<file path="src/rtl/trigInFilterPkg.sv">
package trigInFilterPkg;
  localparam int MaxRun     = 8;
  localparam int CntW       = $clog2(MaxRun + 1);
  localparam int MaxDtsLog  = 2;
  localparam int MaxPresLog = 5;
  localparam int PerW       = MaxDtsLog + MaxPresLog;
  localparam int CodeW      = 4;
  localparam int DivW       = 2;

  typedef struct packed {
    logic            sampleEn;
    logic            clearCnt;
    logic [CntW-1:0] needCnt;
  } strobeT;
endpackage

</file>
<file path="src/rtl/trigInFilterCtrl.sv">
module trigInFilterCtrl
  import trigInFilterPkg::*;
(
  input  logic             clk,
  input  logic             rstN,
  input  logic [CodeW-1:0] filtCode,
  input  logic [DivW-1:0]  divSel,
  output strobeT           strobe
);
  logic [CodeW+DivW-1:0] cfgReg;
  logic                  cfgChanged;
  logic [PerW-1:0]       preCnt;
  logic [PerW-1:0]       lastTick;
  logic                  kernRate;
  int                    presLog;
  int                    dtsLog;
  logic [CntW-1:0]       runLen;

  assign cfgChanged = ({filtCode, divSel} != cfgReg);

  always_comb begin
    kernRate = 1'b0;
    presLog  = 0;
    runLen   = CntW'(1);
    unique case (filtCode)
      4'd0:  begin presLog = 0; runLen = CntW'(1); end
      4'd1:  begin kernRate = 1'b1; runLen = CntW'(2); end
      4'd2:  begin kernRate = 1'b1; runLen = CntW'(4); end
      4'd3:  begin kernRate = 1'b1; runLen = CntW'(8); end
      4'd4:  begin presLog = 1; runLen = CntW'(6); end
      4'd5:  begin presLog = 1; runLen = CntW'(8); end
      4'd6:  begin presLog = 2; runLen = CntW'(6); end
      4'd7:  begin presLog = 2; runLen = CntW'(8); end
      4'd8:  begin presLog = 3; runLen = CntW'(6); end
      4'd9:  begin presLog = 3; runLen = CntW'(8); end
      4'd10: begin presLog = 4; runLen = CntW'(5); end
      4'd11: begin presLog = 4; runLen = CntW'(6); end
      4'd12: begin presLog = 4; runLen = CntW'(8); end
      4'd13: begin presLog = 5; runLen = CntW'(5); end
      4'd14: begin presLog = 5; runLen = CntW'(6); end
      default: begin presLog = 5; runLen = CntW'(8); end
    endcase
  end

  always_comb begin
    unique case (divSel)
      2'd0:    dtsLog = 0;
      2'd1:    dtsLog = 1;
      default: dtsLog = 2;
    endcase
  end

  always_comb begin
    if (kernRate) lastTick = '0;
    else          lastTick = PerW'((1 << (dtsLog + presLog)) - 1);
  end

  always_ff @(posedge clk or negedge rstN) begin
    if (!rstN) begin
      cfgReg <= '0;
      preCnt <= '0;
    end else begin
      cfgReg <= {filtCode, divSel};
      if (cfgChanged || preCnt >= lastTick) preCnt <= '0;
      else                                  preCnt <= preCnt + 1'b1;
    end
  end

  assign strobe.sampleEn = (preCnt == lastTick) && !cfgChanged;
  assign strobe.clearCnt = cfgChanged;
  assign strobe.needCnt  = runLen;

  assert_prescale_bound_R2: assert property (@(posedge clk) disable iff (!rstN)
    !cfgChanged |-> preCnt <= lastTick);
  assert_restart_R9: assert property (@(posedge clk) disable iff (!rstN)
    $past(cfgChanged) |-> preCnt == '0);
  assert_strobe_excl_R9: assert property (@(posedge clk) disable iff (!rstN)
    $onehot0({strobe.sampleEn, strobe.clearCnt}));
  assert_kernel_rate_R4: assert property (@(posedge clk) disable iff (!rstN)
    (kernRate && !cfgChanged) |-> strobe.sampleEn);
endmodule

</file>
<file path="src/rtl/trigInFilterData.sv">
module trigInFilterData
  import trigInFilterPkg::*;
#(
  parameter int SyncStages = 2
) (
  input  logic   clk,
  input  logic   rstN,
  input  logic   rawIn,
  input  strobeT strobe,
  output logic   filtOut
);
  logic [SyncStages-1:0] syncQ;
  logic [CntW-1:0]       runCnt;
  logic                  sampleBit;

  generate
    for (genvar i = 0; i < SyncStages; i++) begin : gSync
      always_ff @(posedge clk or negedge rstN) begin
        if (!rstN)       syncQ[i] <= 1'b0;
        else if (i == 0) syncQ[i] <= rawIn;
        else             syncQ[i] <= syncQ[(i > 0) ? i - 1 : 0];
      end
    end
  endgenerate

  assign sampleBit = syncQ[SyncStages-1];

  always_ff @(posedge clk or negedge rstN) begin
    if (!rstN) begin
      runCnt  <= '0;
      filtOut <= 1'b0;
    end else if (strobe.clearCnt) begin
      runCnt <= '0;
    end else if (strobe.sampleEn) begin
      if (sampleBit == filtOut) begin
        runCnt <= '0;
      end else if (runCnt == CntW'(strobe.needCnt - 1'b1)) begin
        runCnt  <= '0;
        filtOut <= ~filtOut;
      end else begin
        runCnt <= runCnt + 1'b1;
      end
    end
  end

  assert_cnt_below_need_R7: assert property (@(posedge clk) disable iff (!rstN)
    !strobe.clearCnt |-> runCnt < strobe.needCnt);
  assert_out_on_sample_R7: assert property (@(posedge clk) disable iff (!rstN)
    (filtOut != $past(filtOut)) |-> $past(strobe.sampleEn));
  assert_keep_level_R9: assert property (@(posedge clk) disable iff (!rstN)
    $past(strobe.clearCnt) |-> (filtOut == $past(filtOut)) && (runCnt == '0));
endmodule

</file>
<file path="src/rtl/trigInFilter.sv">
module trigInFilter
  import trigInFilterPkg::*;
(
  input  logic             clk,
  input  logic             rstN,
  input  logic             rawIn,
  input  logic [CodeW-1:0] filtCode,
  input  logic [DivW-1:0]  divSel,
  output logic             filtOut
);
  strobeT strobe;

  trigInFilterCtrl u_ctrl (
    .clk      (clk),
    .rstN     (rstN),
    .filtCode (filtCode),
    .divSel   (divSel),
    .strobe   (strobe)
  );

  trigInFilterData #(.SyncStages(2)) u_data (
    .clk     (clk),
    .rstN    (rstN),
    .rawIn   (rawIn),
    .strobe  (strobe),
    .filtOut (filtOut)
  );
endmodule

</file>
<file path="config.mk">
export PLATFORM = sky130hd
export DESIGN_NAME = trigInFilter
export DESIGN_NICKNAME = d
export VERILOG_FILES = /design/src/rtl/trigInFilterPkg.sv /design/src/rtl/trigInFilterCtrl.sv /design/src/rtl/trigInFilterData.sv /design/src/rtl/trigInFilter.sv
export SDC_FILE = /design/constraint.sdc
export NUM_CORES = 1
export LEC_CHECK = 0
export BUFFER_PORTS_ARGS = -buffer_cell sky130_fd_sc_hd__buf_2
export CAP_MARGIN = 40
export CORE_MARGIN = 2
export CORE_UTILIZATION = 45
export DETAILED_ROUTE_END_ITERATION = 12
export HOLD_SLACK_MARGIN = 0.15
export PLACE_DENSITY_LB_ADDON = 0.15
export SLEW_MARGIN = 20
export SYNTH_ARGS = -nofsm -noshare
export SYNTH_HDL_FRONTEND = slang
export SYNTH_SLANG_ARGS = --single-unit
</file>
<file path="constraint.sdc">
create_clock -name clk -period 2.1 [get_ports clk]
set_clock_uncertainty 0.2 [all_clocks]
set_input_delay 0.105 -clock clk [delete_from_list [all_inputs] [get_ports clk]]
set_output_delay 0.105 -clock clk [all_outputs]
set_load 0.005 [all_outputs]
</file>
**Yosys cells after proc, flatten, opt, wreduce, memory -nomap -nowiden**

Cells that the tools add are included.

- Register bits: 20
- Word-level logic and storage cells: 60

- $lt $le $gt $ge: 1
- Shift-type cells: 1
- Muxes and demuxes: 10
- Reduce and logical (&&, ||, !) cells: 15
- Add/subtract/negate cells: 5
- Bitwise operators: 3
- Equal/unequal tests: 19

Operator list:

| operator | number |
|---|---|
| << shifter 1 x 32 -> 7 bit, first input constant | 1 |
| == test 4 bit, second input constant | 7 |
| case mux 4 bit (5 select lines) | 1 |
| == test 4 x 3 -> 1 bit, second input constant | 4 |
| two-way mux 4 bit | 4 |
| case mux 3 bit (5 select lines) | 1 |
| two-way mux 7 bit | 2 |
| == test 4 x 2 -> 1 bit, second input constant | 2 |
| OR reduction 2 bit | 4 |
| adder 7 x 1 -> 7 bit, second input constant | 1 |
| == test 7 bit | 1 |
| greater-or-equal comparator 7 bit | 1 |
| subtractor 7 x 2 -> 7 bit, second input constant | 1 |
| != test 6 bit | 1 |
| OR reduction 3 bit | 2 |
| OR reduction 5 bit | 1 |
| adder 2 x 3 -> 4 bit | 1 |
| adder 4 x 1 -> 4 bit, second input constant | 1 |
| == test 4 x 1 -> 1 bit, second input constant | 1 |
| == test 4 bit | 1 |
| logical NOT 4 bit | 1 |
| case mux 2 bit (2 select lines) | 1 |
| AND reduction 4 bit | 1 |
| OR reduction 4 bit | 1 |
| other kinds (10) | 12 |

**Longest topological paths before layout**

Gate-level depths: netlist (run 1).

- Depth in word-level cells: 11
- Depth in mapped cells: 20
- Mapped depth without buffers: 19

**By module**

Synthesis (run 1) repeated with hierarchy kept, for this count alone.

- Cells, all modules: 169
- Area total of the unflattened synthesis: 1510.2 um^2

Modules (own cells, without submodules):

| module | area an instance (um^2) | cells an instance | instances |
|---|---|---|---|
| trigInFilterCtrl | 1116.1 | 132 | 1 |
| trigInFilterData | 394.1 | 37 | 1 |

**Worst setup path after synthesis (run 1)**

Ideal clock, no wire load.

- Path type: input-to-reg
- From: input filtCode[2]
- To: register u_data.runCnt[3]
- Stages: 20
- Setup time: 87 ps
- Data arrival time: 3733 ps
- Path slack: -1919 ps
- Cell sequence: buf_2 -> nor2_1 -> a21oi_1 -> nor2_1 -> ha_1 -> inv_1 -> fa_1 -> xor2_1 -> nor3_1 -> nand2_1 -> ha_1 -> or3_1 -> a211oi_1 -> o21ai_1 -> ha_1 -> nand4_1 -> nor2_1 -> nor4_4 -> or3_2 -> o211ai_1

- Word-level cells in the longest chain between the ends: 10

Ends and longest elaborated chain:

| element | line | RTL |
|---|---|---|
| start: declaration | trigInFilter.sv:7 | `input logic [CodeW-1:0] filtCode,` |
| == test 4 x 2 -> 1 bit (tied with other cells) | trigInFilterCtrl.sv:25 | `unique case (filtCode)` |
| OR reduction 4 bit (no line) (tied with other cells) | n/a |  |
| case mux 3 bit (5 select lines) | trigInFilterCtrl.sv:25 |  |
| adder 2 x 3 -> 4 bit | trigInFilterCtrl.sv:55 | `else lastTick = PerW'((1 << (dtsLog + presLog)) - 1);` |
| << shifter 1 x 32 -> 7 bit | trigInFilterCtrl.sv:55 |  |
| subtractor 7 x 2 -> 7 bit | trigInFilterCtrl.sv:55 |  |
| two-way mux 7 bit | trigInFilterCtrl.sv:54 | `if (kernRate) lastTick = '0;` |
| == test 7 bit | trigInFilterCtrl.sv:69 | `assign strobe.sampleEn = (preCnt == lastTick) && !cfgChanged;` |
| logical AND 1 bit | trigInFilterCtrl.sv:69 |  |
| nonzero test 2 bit (no line) | n/a |  |
| end signal: assignment | trigInFilterData.sv:41 | `runCnt <= runCnt + 1'b1;` |
| end: declaration | trigInFilterData.sv:13 | `logic [CntW-1:0] runCnt;` |

Parallel ways exist; a longest one is shown, timed or not. The select of a mux whose other input is x is not followed.
A chain may end at the register's enable or synchronous reset.

**Final worst setup path (run 1)**

- From: input filtCode[3]
- To: register u_data.runCnt[3]

The elaborated chain is that of the path after synthesis.

==> results_dict.tcl, run 1 <==
set metrics [dict create \
    crit_cells 21 \
    ys_async_sr_fraction_pct 100 \
    rsz0062_at_grt "yes" \
    route.detailed.drc 0 \
    grt_pass1_wl_um 5680 \
    period_share_pct 178 \
    crit_required_ps 2140 \
    final_core_util_pct 65.0 \
    syn_to_final_growth_pct 40.6 \
    synth-edff-count 0 \
    timing_hold_violations_final 0 \
    ioPinCount 10 \
    ys_seq_area_share_pct 33.0 \
    fmax_mhz 267 \
    critPathMaxFanout 4 \
    min_path_type "flop to flop" \
    reg2reg_slack_ps 0 \
    syn_nets 188 \
    dpl_cell_area_sq_um 1850 \
    ys_seq_elements 20 \
    tightestPinTransition_ps 479 \
    die-area_sq_um 3850 \
    highest_layer "met4" \
    cp-endpoint "u_data.runCnt[3]$_DFFE_PN0P_" \
    wl_met2_um 1900 \
    place_congestion 0.825 \
    ctsRootBufferMaster "clkbuf_4" \
    synth_top_cell_by_area "dfrtp_1" \
    fillers 275 \
    reg2reg_depth 7 \
    initialDrtViolationCount 42 \
    seq_area_sq_um 500 \
    dr.pass1.iters 4 \
    powerDensity_nw_per_um2 517 \
    gr-usage-all-layers_pct 20.1 \
    critPathTopFamily "simple AND/OR/NAND/NOR gates" \
    cp_data_arrival_time_ps 3780 \
    crit_chain "buf_6 -> or3b_4 -> a21oi_2 -> nor2_1 -> ha_2 -> inv_2 -> fa_2 -> xor2_2 -> nor3_2 -> nand2_1 -> ha_2 -> or3_4 -> a211oi_2 -> o21ai_1 -> ha_1 -> nand4_1 -> nor2_2 -> nor4_4 -> buf_4 -> or3_4 -> o211ai_1" \
    final_antenna_net_count 0 \
    drive_gt1_share_pct 35.8 \
    antennaDiodeCount 0 \
    crit_slowest_cell "fa_2" \
    max_stage_delay_ps 360 \
    worstSetupPathType "input pin to flop" \
    r2r_start "u_ctrl.preCnt[4]$_DFF_PN0_" \
    yosys.area.top_type_share_pct 33.0 \
    cts_buffer_depth 2 \
    fin_area_sq_um 2130 \
    rows 21 \
    wl_per_cell_um 13.2 \
    clock_latency_ps 310 \
    grt_max_degree 21 \
    grt_antenna_before_repair 0 \
    dpl.hpwl_um 2480 \
    route.met3.wl_um 69 \
    coreArea_sq_um 3280 \
    p_total_mw 1.10 \
    critical_path.startpoint "filtCode[3]" \
    multi_input_area_sq_um 1050 \
    final_nets 242 \
    ys_types 45 \
    ys.warnings.count 0 \
    crit_buf_inv 3 \
    cts.sinks 20 \
    netlist_area_sq_um 1520 \
    maxSlewViolCount 0 \
    synthFlopType "dfrtp_1" \
    die_h_um 62.1 \
    endpoint_kind "flop" \
    cts_max_level 1 \
    wirelength_um 3490 \
    p_leak_nw 0.951 \
    first_global_vias 1326 \
    clk_pin_slew_ps 130 \
    routed_via_density 5.16 \
    slew_headroom_pct 67.9 \
    grt_overflow 0 \
    startpoint_type "input pin" \
    io_buffer_count 9 \
    failed_checks "setup timing" \
    yosys-top-cells-area "dfrtp_1, ha_1, xnor2_1" \
    r2r-end "u_data.runCnt[3]$_DFFE_PN0P_" \
    vias 1363 \
    die_width_um 62.1 \
    fin_setup_tns_ps -18540 \
    start_util_pct 46.2 \
    syn_inst 165 \
    min_period_ps 3750 \
    cts_tree "built" \
    worst_ir_drop_vdd_uv 404 \
    layout_setup_ws_ps -1650 \
    cap_violations 0 \
    wl_met1_um 1510 \
    final-setup-viol-count 12 \
    cts_buffers 3 \
    status "complete, but fails checks" \
    avgSynthCellArea_sq_um 9.20 \
]
==> worst min-delay path by stage <==
stage	start	end	slack, ps	cells after the start
2_1_floorplan	rstN	u_ctrl.cfgReg[0]$_DFF_PN0_	-390	0
3_3_place_gp	rstN	u_data.runCnt[0]$_DFFE_PN0P_	-130	1
3_5_place_dp	rstN	u_data.runCnt[0]$_DFFE_PN0P_	-120	1
4_1_cts	u_data.syncQ[0]$_DFF_PN0_	u_data.sampleBit$_DFF_PN0_	180	0
5_1_grt	u_data.syncQ[0]$_DFF_PN0_	u_data.sampleBit$_DFF_PN0_	180	0
6_report	u_data.syncQ[0]$_DFF_PN0_	u_data.sampleBit$_DFF_PN0_	180	0
==> kinds of logic (layout without fill, tap and decap cells) <==
| logic type | after synthesis | in the layout | share of synthesized area [%] |
|---|---|---|---|
| buffers and inverters | 17 | 70 | 5.36 |
| xor gates and xnor gates | 18 | 18 | 10.4 |
| muxes | 1 | 1 | 0.907 |
| DFF | 20 | 20 | 33.0 |
| adders and majority gates | 14 | 14 | 12.0 |
| AOI/OAI and AO/OA | 33 | 33 | 14.5 |
| and+or+nand+nor | 62 | 62 | 23.8 |
==> per-layer routing <==
| layer | vias up | track usage (%) |
|---|---|---|
| li1 | 683 | - |
| met1 | 665 | 24.4 |
| met2 | 13 | 36.9 |
| met3 | 2 | 4.35 |
| met4 | 0 | 2.74 |
| met5 | - | 0 |
==> layout by cell type (no fill, tap or decap), types with 2 or more instances in the layout <==
cell,netlist,final
a211oi_2,1,2
a21oi_1,8,6
a21oi_2,0,2
buf_2,2,7
buf_4,0,34
buf_6,2,3
clkbuf_4,0,3
dfrtp_1,20,20
dlygate4sd3_1,0,9
ha_1,13,11
ha_2,0,2
inv_1,12,11
nand2_1,12,12
nand2b_1,3,3
nand3_1,6,6
nor2_1,17,14
nor2_2,1,3
nor2b_1,3,3
nor3_1,4,2
nor3_4,1,2
nor4_1,2,2
o211ai_1,2,2
o21a_1,3,3
o21ai_0,4,3
o21ai_1,4,4
or3_4,0,3
xnor2_1,10,10
xor2_1,8,7
==> synthesized netlist by cell type, types with 2 or more instances <==
| master | instances |
|---|---|
| nor3_1 | 4 |
| dfrtp_1 | 20 |
| inv_1 | 12 |
| o211ai_1 | 2 |
| buf_2 | 2 |
| o21a_1 | 3 |
| o31ai_1 | 2 |
| a21oi_1 | 8 |
| a211oi_1 | 2 |
| o21ai_0 | 4 |
| nor4_1 | 2 |
| nor2_1 | 17 |
| ha_1 | 13 |
| nand2b_1 | 3 |
| nand3_1 | 6 |
| o21ai_1 | 4 |
| nor2b_1 | 3 |
| xnor2_1 | 10 |
| o2111ai_1 | 2 |
| buf_6 | 2 |
| or3_2 | 2 |
| xor2_1 | 8 |
| nand2_1 | 12 |
==> final cells by class <==
type / count / area share (%)
Inverter: 12 / 2.11
Tap cell: 46 / 2.70
Sequential cell: 20 / 23.4
Multi-Input combinational cell: 128 / 49.2
Clock buffer: 3 / 1.06
Clock inverter: 1 / 1.41
Timing Repair Buffer: 54 / 20.1
==> state kept, by name (all words and copies together), names as in the netlist <==
register	count
u_ctrl.cfgReg	6
u_ctrl.preCnt	7
u_data.filtOut	1
u_data.runCnt	4
u_data.sampleBit	1
u_data.syncQ	1
==> where the power goes <==
group | switching (mW) | total, mW | internal [mW]
Combinational | 0.185 | 0.386 | 0.201
Clock | 0.128 | 0.321 | 0.193
Sequential | 0.00363 | 0.397 | 0.393
Total | 0.316 | 1.10 | 0.787
==> stage by stage <==
| stage | hold WS (ps) | worst slack (ps) | instances |
|---|---|---|---|
| 6_report | 178 | -1650 | 264 |
| 2_1_floorplan | -391 | -1740 | 165 |
| 5_1_grt | 183 | -1850 | 264 |
| 3_5_place_dp | -124 | -2080 | 243 |
| 3_3_place_gp | -134 | -1930 | 243 |
| 4_1_cts | 181 | -1620 | 264 |
==> timing repair <==
item	in CTS	in global routing
resized for setup	9	8
hold buffers	9	0
buffers inserted	8	1
endpoints found under the hold margin	27	0
endpoints found under the setup margin	12	12
pin swaps	17	5
(Power assumes the default switching activity.)
==> run 2: changes to the inputs <==
--- a/config.mk
+++ b/config.mk
@@ -11,7 +11,8 @@
 export CORE_UTILIZATION = 45
 export DETAILED_ROUTE_END_ITERATION = 12
 export HOLD_SLACK_MARGIN = 0.15
-export PLACE_DENSITY_LB_ADDON = 0.15
+export PLACE_DENSITY = 0.76
+export RECOVER_POWER = 50
 export SLEW_MARGIN = 20
 export SYNTH_ARGS = -nofsm -noshare
 export SYNTH_HDL_FRONTEND = slang
==> run 2 against run 1 <==
Against the previous run: the run still ends with setup timing left; global-route usage down 1.5 points; total power shrank 2.8%; core utilization down 2.5 points; flip-flop and latch count is the same; final area is 3.9% lower; critical path type unchanged; largest cell class unchanged.
==> results_dict.tcl, run 2 (synthesized netlist as in run 1, its figures left out) <==
set metrics [dict create \
    failed_checks "setup timing" \
    layout_commonest_cell "buf_4" \
    die_h_um 62.1 \
    reg2reg_depth 6 \
    grt_antenna_before_repair 0 \
    gr-usage-all-layers_pct 18.5 \
    worstSetupPathType "input pin to flop" \
    multi_input_area_sq_um 1030 \
    min_period_ps 3610 \
    fin_cells 259 \
    status "complete, but fails checks" \
    critPathMaxFanout 4 \
    ctsRootBufferMaster "clkbuf_4" \
    cts.sinks 20 \
    largest-register "u_ctrl.preCnt" \
    reg_top3 "u_ctrl.preCnt x7, u_ctrl.cfgReg x6, u_data.runCnt x4" \
    grt_max_degree 21 \
    route.detailed.drc 0 \
    drive_gt1_share_pct 31.9 \
    start_util_pct 46.2 \
    vias 1369 \
    antennaDiodeCount 0 \
    clk_pin_slew_ps 120 \
    grt_pass1_wl_um 5350 \
    dr.pass1.iters 4 \
    cts_tree "built" \
    first_global_vias 1313 \
    worst_ir_drop_vdd_uv 312 \
    place_congestion 0.854 \
    cts_buffer_depth 2 \
    critical_path.startpoint "filtCode[3]" \
    maxSlewViolCount 0 \
    tightestPinTransition_ps 460 \
    min_path_type "flop to flop" \
    syn_to_final_growth_pct 35.2 \
    dp_slack_ps -2020 \
    endpoint_kind "flop" \
    cap_violations 0 \
    routed_via_density 5.29 \
    cts_max_level 1 \
    cts_buffers 3 \
    io_buffer_count 9 \
    period_share_pct 172 \
    cp_data_arrival_time_ps 3640 \
    final_nets 237 \
    dpl.hpwl_um 2520 \
    seq_area_sq_um 500 \
    rsz0062_at_grt "yes" \
    fmax_mhz 277 \
    die_width_um 62.1 \
    mostFrequentLayoutCells "buf_4, dfrtp_1, nor2_1" \
    timing_hold_violations_final 0 \
    use_met1_pct 21.5 \
    powerDensity_nw_per_um2 523 \
    slew_headroom_pct 69.1 \
    die-area_sq_um 3850 \
    p_leak_nw 0.890 \
    layout_setup_ws_ps -1510 \
    ioPinCount 10 \
    fillers 258 \
    coreArea_sq_um 3280 \
    clock_latency_ps 310 \
    rows 21 \
    dp_cells 242 \
    grt_overflow 0 \
    largest_register_ffs 7 \
    wirelength_um 3450 \
    wl_per_cell_um 13.3 \
    final-setup-viol-count 12 \
    crit_required_ps 2130 \
    initialDrtViolationCount 94 \
    grt_busiest_layer "met2" \
    final_antenna_net_count 0 \
    worstHoldStart "u_data.syncQ[0]$_DFF_PN0_" \
    whs_path_depth 0 \
    use_met2_pct 33.6 \
    met3_usage_pct 4.97 \
    p_total_mw 1.07 \
    r2r_start "u_ctrl.preCnt[4]$_DFF_PN0_" \
    startpoint_type "input pin" \
]
==> run 2: cell count changes in the layout (fill, tap and decap cells not counted), sizes merged <==
cell / before / now
buf: 45 / 37
clkbuf: 3 / 6
==> run 2: what timing repair did <==
item,in CTS,in global routing
buffers inserted,2,1
hold endpoints to repair,27,0
resized for setup,6,4
hold buffers,9,0
pin swaps,10,1
setup endpoints to repair,12,12
==> run 2: final timing paths <==
path	slack (ps)	to
setup / recovery	-1510	u_data.runCnt[3]$_DFFE_PN0P_
hold / removal	140	u_data.sampleBit$_DFF_PN0_
setup reg to reg	180	u_data.runCnt[3]$_DFFE_PN0P_
hold reg to reg	140	u_data.sampleBit$_DFF_PN0_
max in group asynchronous	650	u_ctrl.preCnt[1]$_DFF_PN0_
min in group asynchronous	590	u_data.runCnt[1]$_DFFE_PN0P_
==> run 2: power breakdown <==
part           switching, mW  internal [mW]
registers            0.00385          0.393
logic                  0.182          0.182
clock network          0.119          0.193
==> run 2: cell type report <==
cell class	instances	area share (%)
multi-input cells	128	50.1
flip-flops and latches	20	24.4
repair buffers	49	17.9
well taps	46	2.80
inverters	12	2.20
clock inverters	1	1.46
clock buffers	3	1.10
==> run 2: layer usage <==
layer	share of wire, %	vias to the layer above
li1	-	676
met1	43	658
met2	53	29
met5	0	-
met3	3.2	6
met4	1.0	0
==> run 2: critical path, cell delays in order <==
cell      delay (ps)
buf_6             90
or3b_4           230
a21oi_2           50
nor2_1            90
ha_2             200
inv_2             40
fa_2             360
xor2_2           200
nor3_2           190
nand2_1           90
ha_2             200
or3_4            330
a211oi_2         180
o21ai_1           80
ha_1             310
nand4_1          120
nor2_2           180
nor4_4            70
or3_4            340
o211ai_1         170
==> run 2: through the flow <==
step                hold WS (ps)  utilization [%]  instance area (sq um)  TNS [ps]
floorplan                   -391                -                   1590    -20070
global placement            -139             56.0                   1840    -21510
detailed placement          -129             56.0                   1840    -23520
CTS                          151             61.7                   2030    -17100
global route                 162             62.5                   2050    -19590
finish                       142             62.5                   2050    -17450
==> run 3: changes to the inputs <==
==> constraint.sdc (replaced) <==
create_clock -name clk -period 2.1 [get_ports clk]
set_clock_uncertainty 0.2 [all_clocks]
set_input_delay 0.21 -clock clk [delete_from_list [all_inputs] [get_ports clk]]
set_output_delay 0.21 -clock clk [all_outputs]
set_load 0.005 [all_outputs]
==> run 3 against run 2 <==
Against the previous run: the run still ends with setup timing left; critical path depth unchanged; clock-buffer cell count unchanged; first-iteration DRC count decreased by 33%.
==> results_dict.tcl, run 3 (synthesized netlist as in run 1, its figures left out) <==
set metrics [dict create \
    status "complete, but fails checks" \
    fin_area_sq_um 2040 \
    mostFrequentLayoutCells "buf_4, dfrtp_1, nor2_1" \
    slew_headroom_pct 30.5 \
    reg2reg_depth 6 \
    clk_pin_slew_ps 120 \
    worstHoldStart "u_data.syncQ[0]$_DFF_PN0_" \
    die_h_um 62.1 \
    final-setup-viol-count 12 \
    dr.pass1.iters 4 \
    startpoint_type "input pin" \
    cp_data_arrival_time_ps 3730 \
    r2r_start "u_ctrl.preCnt[4]$_DFF_PN0_" \
    place_congestion 0.854 \
    fin_cells 257 \
    drive_gt1_share_pct 32.7 \
    min_period_ps 3700 \
    tightestPinTransition_ps 1040 \
    routed_via_density 5.21 \
    failed_checks "setup timing" \
    rows 21 \
    die_width_um 62.1 \
    powerDensity_nw_per_um2 522 \
    final_nets 235 \
    rsz0062_at_grt "yes" \
    first_global_vias 1304 \
    grt_antenna_before_repair 0 \
    initialDrtViolationCount 63 \
    cap_violations 0 \
    worstSetupPathType "input pin to flop" \
    critPathMaxFanout 4 \
    whs_ps 144 \
    cts_buffer_depth 2 \
    clock_latency_ps 300 \
    maxSlewViolCount 0 \
    grt_max_degree 21 \
    endpoint_kind "flop" \
    grt_overflow 0 \
    layout_setup_ws_ps -1600 \
    wl_per_cell_um 12.8 \
    die-area_sq_um 3850 \
    cts_max_level 1 \
    dp_cells 242 \
    antennaDiodeCount 0 \
    timing_hold_violations_final 0 \
    ioPinCount 10 \
    vias 1339 \
    dpl.hpwl_um 2520 \
    start_util_pct 46.2 \
    final_antenna_net_count 0 \
    crit_required_ps 2130 \
    grt_pass1_wl_um 5290 \
    syn_to_final_growth_pct 34.1 \
    fmax_mhz 270 \
    reg_top3 "u_ctrl.preCnt x7, u_ctrl.cfgReg x6, u_data.runCnt x4" \
    fillers 266 \
    dpl_cell_area_sq_um 1840 \
    cts_tree "built" \
    ctsRootBufferMaster "clkbuf_4" \
    hold_end "u_data.sampleBit$_DFF_PN0_" \
    largest-register "u_ctrl.preCnt" \
    whs_path_depth 0 \
    r2r-end "u_data.runCnt[3]$_DFFE_PN0P_" \
    reg2reg_slack_ps 190 \
    largest_register_ffs 7 \
    worst_ir_drop_vdd_uv 310 \
    wirelength_um 3290 \
    period_share_pct 176 \
    route.detailed.drc 0 \
    layout_commonest_cell "buf_4" \
    p_leak_nw 0.892 \
    cts.sinks 20 \
    cts_buffers 3 \
    io_buffer_count 9 \
    min_path_type "flop to flop" \
    dp_slack_ps -2130 \
    gr-usage-all-layers_pct 18.3 \
    coreArea_sq_um 3280 \
]
## run 3: power breakdown
group / total [mW] / leakage (nW) / internal, mW / switching, mW
combinational: 0.355 / 0.603 / 0.179 / 0.176
clock: 0.311 / 0.0279 / 0.193 / 0.118
sequential: 0.397 / 0.261 / 0.393 / 0.00360
total: 1.06 / 0.892 / 0.765 / 0.297
## run 3: per-stage QoR
step           util, %  TNS, ps  power [mW]
6_report          62.0   -18480        1.06
5_1_grt           62.0   -21030        1.12
4_1_cts           61.4   -18360        1.06
3_5_place_dp      56.0   -24780       0.719
3_3_place_gp      56.0   -22770       0.703
2_1_floorplan        -   -21330       0.602
## run 3: how the worst max path moves through the flow
| stage | startpoint | end | cells after the start |
|---|---|---|---|
| 6_report | filtCode[3] | u_data.runCnt[3]$_DFFE_PN0P_ | 20 |
| 5_1_grt | filtCode[3] | u_data.runCnt[3]$_DFFE_PN0P_ | 20 |
| 4_1_cts | filtCode[3] | u_data.runCnt[3]$_DFFE_PN0P_ | 20 |
| 3_5_place_dp | filtCode[1] | u_data.runCnt[3]$_DFFE_PN0P_ | 20 |
| 3_3_place_gp | filtCode[1] | u_data.runCnt[2]$_DFFE_PN0P_ | 20 |
| 2_1_floorplan | filtCode[1] | u_data.runCnt[3]$_DFFE_PN0P_ | 20 |
## run 3: timing repair
item                                    4_1_cts  5_1_grt
hold endpoints to repair                     27        0
pin swaps                                    10        1
gates resized for setup                       6        3
endpoints found under the setup margin       12       12
hold buffers                                  8        0
buffers inserted                              2        1
## run 3: metal layers
layer	vias up	global-route usage, %	wire (um)
li1	671	-	-
met3	6	4.97	98
met5	-	0	0
met1	639	21.3	1430
met2	23	33.2	1720
met4	0	4.26	34
## run 3: critical path, cell delays in order
cell and delay (ps):
buf_6 90, or3b_4 230, a21oi_2 50, nor2_1 90, ha_2 200, inv_2 40
fa_2 360, xor2_2 200, nor3_2 200, nand2_1 90, ha_2 190, or3_4 320
a211oi_2 180, o21ai_1 90, ha_1 310, nand4_1 120, nor2_2 180, nor4_4 70
or3_4 340, o211ai_1 160
## run 3: cell type report
| type | count | area (sq um) | share of cell area [%] |
|---|---|---|---|
| well taps | 46 | 57.6 | 2.83 |
| flip-flops and latches | 20 | 500 | 24.6 |
| multi-input cells | 128 | 1020 | 50.2 |
| inverters | 12 | 45.0 | 2.21 |
| clock buffers | 3 | 22.5 | 1.11 |
| repair buffers | 47 | 358 | 17.6 |
| clock inverters | 1 | 30.0 | 1.48 |
